<file path="src/rtl/seg_dec_pkg.sv">
package seg_dec_pkg;

   // Operating mode chosen by the enable / suppress pair
   typedef enum logic [1:0] {
      MODE_LAMP  = 2'd0,
      MODE_BLANK = 2'd1,
      MODE_SHOW  = 2'd2
   } seg_mode_t;

   localparam int unsigned BCD_W     = 4;
   localparam int unsigned SEGS      = 7;
   localparam int unsigned MAX_DIGIT = 9;

endpackage

</file>
<file path="src/rtl/seg_glyph_enc.sv">
module seg_glyph_enc #(
   parameter int unsigned DIGIT_W = 4,
   parameter int unsigned SEG_W   = 7
) (
   input  logic [DIGIT_W-1:0] code_i,
   output logic [SEG_W-1:0]   glyph_o,
   output logic               legal_o,
   output logic               zero_o
);
   import seg_dec_pkg::*;

   localparam logic [DIGIT_W-1:0] LAST = DIGIT_W'(MAX_DIGIT);

   if (DIGIT_W != BCD_W) begin : g_bad_digit_w
      $error("seg_glyph_enc: DIGIT_W must be 4");
   end
   if (SEG_W != SEGS) begin : g_bad_seg_w
      $error("seg_glyph_enc: SEG_W must be 7");
   end

   logic [SEGS-1:0] raw;

   // bit order {g,f,e,d,c,b,a}
   always_comb begin
      unique case (code_i)
         DIGIT_W'(0): raw = 7'b011_1111;
         DIGIT_W'(1): raw = 7'b000_0110;
         DIGIT_W'(2): raw = 7'b101_1011;
         DIGIT_W'(3): raw = 7'b100_1111;
         DIGIT_W'(4): raw = 7'b110_0110;
         DIGIT_W'(5): raw = 7'b110_1101;
         DIGIT_W'(6): raw = 7'b111_1101;
         DIGIT_W'(7): raw = 7'b000_0111;
         DIGIT_W'(8): raw = 7'b111_1111;
         DIGIT_W'(9): raw = 7'b110_0111;
         default:     raw = '0;
      endcase
   end

   assign legal_o = (code_i <= LAST);
   assign zero_o  = (code_i == '0);
   assign glyph_o = legal_o ? SEG_W'(raw) : '0;

endmodule

</file>
<file path="src/rtl/seg_mode_sel.sv">
module seg_mode_sel (
   input  logic                   show_i,
   input  logic                   sup_n_i,
   input  logic                   zero_i,
   output seg_dec_pkg::seg_mode_t mode_o,
   output logic                   sup_n_o
);
   import seg_dec_pkg::*;

   always_comb begin
      mode_o  = MODE_SHOW;
      sup_n_o = 1'b1;
      if (!show_i) begin
         if (!sup_n_i) begin
            mode_o  = MODE_LAMP;
            sup_n_o = 1'b0;
         end else begin
            mode_o  = MODE_BLANK;
         end
      end else if (zero_i && !sup_n_i) begin
         mode_o  = MODE_BLANK;
         sup_n_o = 1'b0;
      end
   end

endmodule

</file>
<file path="src/rtl/seg_out_stage.sv">
module seg_out_stage #(
   parameter int unsigned W          = 8,
   parameter bit          REGISTERED = 1'b1,
   parameter logic [W-1:0] RST_VAL   = '0
) (
   input  logic         clk_i,
   input  logic         rst_ni,
   input  logic [W-1:0] d_i,
   output logic [W-1:0] q_o
);

   if (REGISTERED) begin : g_reg
      logic [W-1:0] q_r;
      always_ff @(posedge clk_i or negedge rst_ni) begin
         if (!rst_ni) q_r <= RST_VAL;
         else         q_r <= d_i;
      end
      assign q_o = q_r;
   end else begin : g_bypass
      assign q_o = d_i;
   end

endmodule

</file>
<file path="src/rtl/seg_digit_decoder.sv">
module seg_digit_decoder #(
   parameter int unsigned DIGIT_W = 4,
   parameter int unsigned SEG_W   = 7,
   parameter bit          OUT_REG = 1'b1
) (
   input  logic               clk_i,
   input  logic               rst_ni,
   input  logic               show_i,
   input  logic               sup_n_i,
   input  logic [DIGIT_W-1:0] bcd_i,
   output logic [SEG_W-1:0]   seg_o,
   output logic               sup_n_o
);
   import seg_dec_pkg::*;

   localparam int unsigned OUT_W = SEG_W + 1;
   localparam logic [OUT_W-1:0] OUT_RST = {1'b1, {SEG_W{1'b0}}};

   if (DIGIT_W != BCD_W) begin : g_bad_digit_w
      $error("seg_digit_decoder: DIGIT_W must be 4");
   end
   if (SEG_W != SEGS) begin : g_bad_seg_w
      $error("seg_digit_decoder: SEG_W must be 7");
   end

   logic [SEG_W-1:0] glyph;
   logic             legal;
   logic             is_zero;
   seg_mode_t        mode;
   logic             sup_n_c;
   logic [SEG_W-1:0] seg_c;
   logic [OUT_W-1:0] out_q;

   seg_glyph_enc #(
      .DIGIT_W (DIGIT_W),
      .SEG_W   (SEG_W)
   ) u_glyph (
      .code_i  (bcd_i),
      .glyph_o (glyph),
      .legal_o (legal),
      .zero_o  (is_zero)
   );

   seg_mode_sel u_mode (
      .show_i  (show_i),
      .sup_n_i (sup_n_i),
      .zero_i  (is_zero),
      .mode_o  (mode),
      .sup_n_o (sup_n_c)
   );

   always_comb begin
      unique case (mode)
         MODE_LAMP:  seg_c = '1;
         MODE_BLANK: seg_c = '0;
         default:    seg_c = legal ? glyph : '0;
      endcase
   end

   seg_out_stage #(
      .W          (OUT_W),
      .REGISTERED (OUT_REG),
      .RST_VAL    (OUT_RST)
   ) u_out (
      .clk_i  (clk_i),
      .rst_ni (rst_ni),
      .d_i    ({sup_n_c, seg_c}),
      .q_o    (out_q)
   );

   assign seg_o   = out_q[SEG_W-1:0];
   assign sup_n_o = out_q[SEG_W];

endmodule

</file>
<file path="config.mk">
export PLATFORM = sky130hd
export DESIGN_NAME = seg_digit_decoder
export DESIGN_NICKNAME = d
export VERILOG_FILES = /design/src/rtl/seg_dec_pkg.sv /design/src/rtl/seg_glyph_enc.sv /design/src/rtl/seg_mode_sel.sv /design/src/rtl/seg_out_stage.sv /design/src/rtl/seg_digit_decoder.sv
export SDC_FILE = /design/constraint.sdc
export NUM_CORES = 1
export LEC_CHECK = 0
export BUFFER_PORTS_ARGS = -buffer_cell sky130_fd_sc_hd__buf_2
export CAP_MARGIN = 30
export CORE_AREA = 2 2 39 41
export CTS_BUF_LIST = sky130_fd_sc_hd__clkbuf_8
export CTS_CLUSTER_DIAMETER = 200
export DETAILED_ROUTE_END_ITERATION = 7
export DIE_AREA = 0 0 41 43
export GPL_ROUTABILITY_DRIVEN = 1
export PLACE_DENSITY = 0.67
export SETUP_SLACK_MARGIN = 0.2
export SYNTH_ARGS = -nofsm -noshare
export SYNTH_HDL_FRONTEND = slang
export SYNTH_SLANG_ARGS = --single-unit
</file>
<file path="constraint.sdc">
create_clock -name clk_i -period 2.14 [get_ports clk_i]
set_clock_uncertainty 0.15 [all_clocks]
set_input_delay 0.535 -clock clk_i [delete_from_list [all_inputs] [get_ports clk_i]]
set_output_delay 0.535 -clock clk_i [all_outputs]
set_load 0.005 [all_outputs]
</file>
; Word-level counts from Yosys, hierarchy flattened
; Memories as Yosys holds them, arrays and structs flattened.
; Cells that the tools add are included.
[word_totals]
n_memories = 1
romBits = 112
word_cells = 16
inputBits = 8
regBits = 8
[op_classes]
reduce_logical = 4
order_cmp = 1
mux = 8
eq_ne = 1
[mem_list]
columns = name, depth, width, read_ports, rd_clocked_by_memory_dff, wr, line
row1 = (no name shown), 16, 7, 1, 0, 0, seg_glyph_enc.sv:25  ; unique case (code_i)
[ops]
columns = operator, count
row1 = one-hot mux 7 bit (2 select lines), 1
row2 = two-way mux 7 bit, 1
row3 = "<= comparator 4 bit, second input constant", 1
row4 = logical NOT 4 bit, 1
row5 = two-way mux 1 bit, 4
row6 = two-way mux 2 bit, 2
row7 = "== test 2 x 1 -> 1 bit, second input constant", 1
row8 = logical NOT 2 bit, 1
row9 = logical AND 1 bit, 1
row10 = logical NOT 1 bit, 1

; Logic depth before layout (Yosys ltp)
[depth]
ltp_word = 6
mapped_depth = 5

; By module
; From an unflattened synthesis, not the netlist that was laid out.
[hier_totals]
hier_cells = 59
hier_area_um2 = 579.3
[by_module_without_submodules]
columns = mod, seq_area_each_um2, cells_per_inst, area_each_um2, n_inst
row1 = seg_glyph_enc, 0.0, 35, 271.5, 1
row2 = seg_out_stage, 201.4, 8, 201.4, 1
row3 = seg_digit_decoder, 0.0, 10, 76.3, 1
row4 = seg_mode_sel, 0.0, 6, 30.0, 1

; Worst setup path before layout
; No wires, ideal clock.
[synth_timing]
path_kind = input port to flip-flop
startpoint = input port bcd_i[1]
endpoint = register u_out.g_reg.q_r[6] (netlist: u_out.q_o[6])
path_stages = 5
arrival_ns = 1.422
path_buffers = 0
path_slack_ns = 0.444
required_time_ns = 1.866
setup_ns = 0.124
cell_sequence = inv_1 ha_1 nor3b_2 o32ai_1 a211o_1
[synth_via]
elab_chain_cells = 6
[synth_lines]
columns = element, line
row1 = start: declaration, seg_digit_decoder.sv:10  ; input logic [DIGIT_W-1:0] bcd_i,
row2 = logical NOT 4 bit, seg_glyph_enc.sv:41  ; assign zero_o = (code_i == '0);
row3 = logical AND 1 bit, seg_mode_sel.sv:20  ; end else if (zero_i && !sup_n_i) begin
row4 = two-way mux 2 bit, seg_mode_sel.sv:20
row5 = two-way mux 2 bit, seg_mode_sel.sv:13  ; if (!show_i) begin
row6 = == test 2 x 1 -> 1 bit or logical NOT 2 bit (tied branches), seg_digit_decoder.sv:53  ; unique case (mode)
row7 = one-hot mux 7 bit (2 select lines) *, seg_digit_decoder.sv:53
row8 = net seg_c[6], seg_digit_decoder.sv:31  ; logic [SEG_W-1:0] seg_c;
row9 = end signal: assignment, seg_out_stage.sv:16  ; else q_r <= d_i;
row10 = end: declaration, seg_out_stage.sv:13  ; logic [W-1:0] q_r;
; Mark *: on every way through the listed nets, which the timed path passes. The rest lies on a longest branch.

; Worst setup path in the final report
; Same ends and word-level chain as after synthesis.

==> metrics.cfg <==
[drt]
top_layer=met4
via_count=416
dr_wl_met3_um=91
drt-met1-wl_um=462
vias_per_cell=4.894
drt_iter0_drc=8
drc=0
drtPass1Iterations=4
met2_length_um=484
wl_um=1049
routedWlPerCell_um=12.34
ant_nets=0

[logic_synthesis]
synth_seq_cells=8
synth_cell_types=24
syn_nets=64
netlist_area_um2=513.0
yosysWarnings=0
synth.avg_cell_area_um2=10.26
synth_cells=50
ys_seq_area_frac=0.3927

[floorplanning]
initial_core_util=0.3707
die_w_um=41
fp.dieArea_um2=1763
die_h_um=43
core-area_um2=1384
pin_count=16
rows=14

[layout]
final_cell_area_um2=658.1
num_antenna_cells=0
final_util=0.4756
stdcell_count=85
layout-drive-gt1-share=0.3768
nets=84
final_common_cell=buf_2
largest_reg_flops=8
final_cell_mix=buf_2 (15), inv_1 (7), dfrtp_1 (7), ha_1 (6), o21ai_1 (4)
area_growth_pct=28.29
num-fill-cells=132

[timing]
maxSlewViolCount=0
finalCritPeriodShare=0.8208
hold_violations=0
tns_ns=0
tightest_slew_ns=0.3532
fin_crit_ns=1.757
slew_headroom=0.7614
timing.hold.ws_ns=0.4543
fmax_mhz=569.3
finalSetupViolCount=0
setup_slack_ns=0.3834
rsz0062_at_grt=no

[power]
leakagePower_nw=0.3289
total_power_mw=0.4309
ir_drop_mv=0.2024
cellPowerDensity_nw_per_um2=654.7

[clocking]
cts_tree=yes
cts_buffer_depth=2
post_cts_resize_count=0
htree_levels=1
cts_buffers=3
clk_pin_slew_ns=0.04
cts_root_buffer=clkbuf_8
clock_sinks=8

[critical_path]
slowest_stage=a211o_1
slowest_delay_ns=0.31
path_cells=buf_2 -> inv_1 -> ha_1 -> nor3b_2 -> o32ai_1 -> a211o_1
critPathLaunchType=input port
critPathMaxFanout=6
cp.arrival_ns=1.71
endpoint=u_out.q_o[6]
endpoint_kind=flip-flop
path_class=in -> reg
startpoint=bcd_i[1]
worstPathRequired_ns=2.09

[job]
maxCapViolCount=0

[placement]
io_buffers=15
gp_congestion=0.8549
dp_slack_ns=0.1654
placed_area_um2=603.1
post-dp-hpwl_um=844.6
dp.cells=80

[grt]
grt_max_degree=12
grt_pass1_wl_um=1704
antenna_found_initial=0
track_usage=0.1450
gr-total-overflow=0
grt_pass1_vias=407

[status]
status=complete, no violations

[worst_hold_path]
hp-class=in -> reg

## how the worst min path moves through the flow
stage / from / cells after the start / to
after global routing: sup_n_i / 2 / u_out.q_o[7]
after global placement: rst_ni / 1 / u_out.q_o[3]
after floorplan: rst_ni / 0 / u_out.q_o[0]
after detailed placement: rst_ni / 1 / u_out.q_o[0]
final: sup_n_i / 2 / u_out.q_o[7]
after CTS: sup_n_i / 2 / u_out.q_o[7]
## logic make-up (layout without fill, tap and decap cells)
logic type | count (synthesis) | count (layout) | synth area share
buffers and inverters | 7 | 26 | 0.05365
adder cells (fa/ha/maj) | 6 | 6 | 0.1463
AND/OR/NAND/NOR | 13 | 13 | 0.1756
AO/OA/AOI/OAI | 16 | 16 | 0.2317
flip-flops | 8 | 8 | 0.3927
## per-layer routing
layer	global-route usage	vias to the layer above
li1	-	214
met1	0.1916	180
met2	0.2094	20
met3	0.01571	2
met4	0.1000	0
met5	0	-
## final cells by class
cell class | count | area [um^2] | area share
inverter | 6 | 22.52 | 0.03422
sequential | 8 | 201.4 | 0.3061
multi-input combinational | 35 | 284.0 | 0.4316
tap | 16 | 20.02 | 0.03042
clock inverter | 1 | 3.754 | 0.005703
timing repair buffer | 16 | 85.08 | 0.1293
clock buffer | 3 | 41.29 | 0.06274
## worst max-delay path, delay by kind of cell
| family | cells | cell delay (ns) |
|---|---|---|
| buffers and inverters | 2 | 0.25 |
| AND/OR/NAND/NOR | 1 | 0.27 |
| AO/OA/AOI/OAI | 2 | 0.45 |
| adder cells (fa/ha/maj) | 1 | 0.19 |
## synth_stat cells (all sizes together)
cell | count | area share
a211o | 1 | 0.017
a21o | 2 | 0.032
a21oi | 3 | 0.029
buf | 1 | 0.0097
dfrtp | 7 | 0.34
dfstp | 1 | 0.051
ha | 6 | 0.15
inv | 6 | 0.044
nand2 | 1 | 0.0073
nand2b | 2 | 0.024
nor2 | 3 | 0.022
nor2b | 3 | 0.051
nor3b | 1 | 0.024
nor4 | 1 | 0.012
o211ai | 1 | 0.024
o21ai | 4 | 0.039
o22a | 1 | 0.020
o32a | 1 | 0.020
o32ai | 2 | 0.034
o41ai | 1 | 0.017
or2 | 1 | 0.012
or3 | 1 | 0.022
## power by group
part | switching, mW | internal [mW] | total [mW] | leakage (nW)
clock | 0.0545 | 0.124 | 0.178 | 0.0269
combinational | 0.0445 | 0.0387 | 0.0831 | 0.207
sequential | 0.00308 | 0.166 | 0.170 | 0.0950
## what timing repair did
action                    CTS  global route
hold buffers                1             0
buffers inserted            0             0
hold endpoints to repair    4             0
Note: power is estimated with default switching activity, not from simulation.
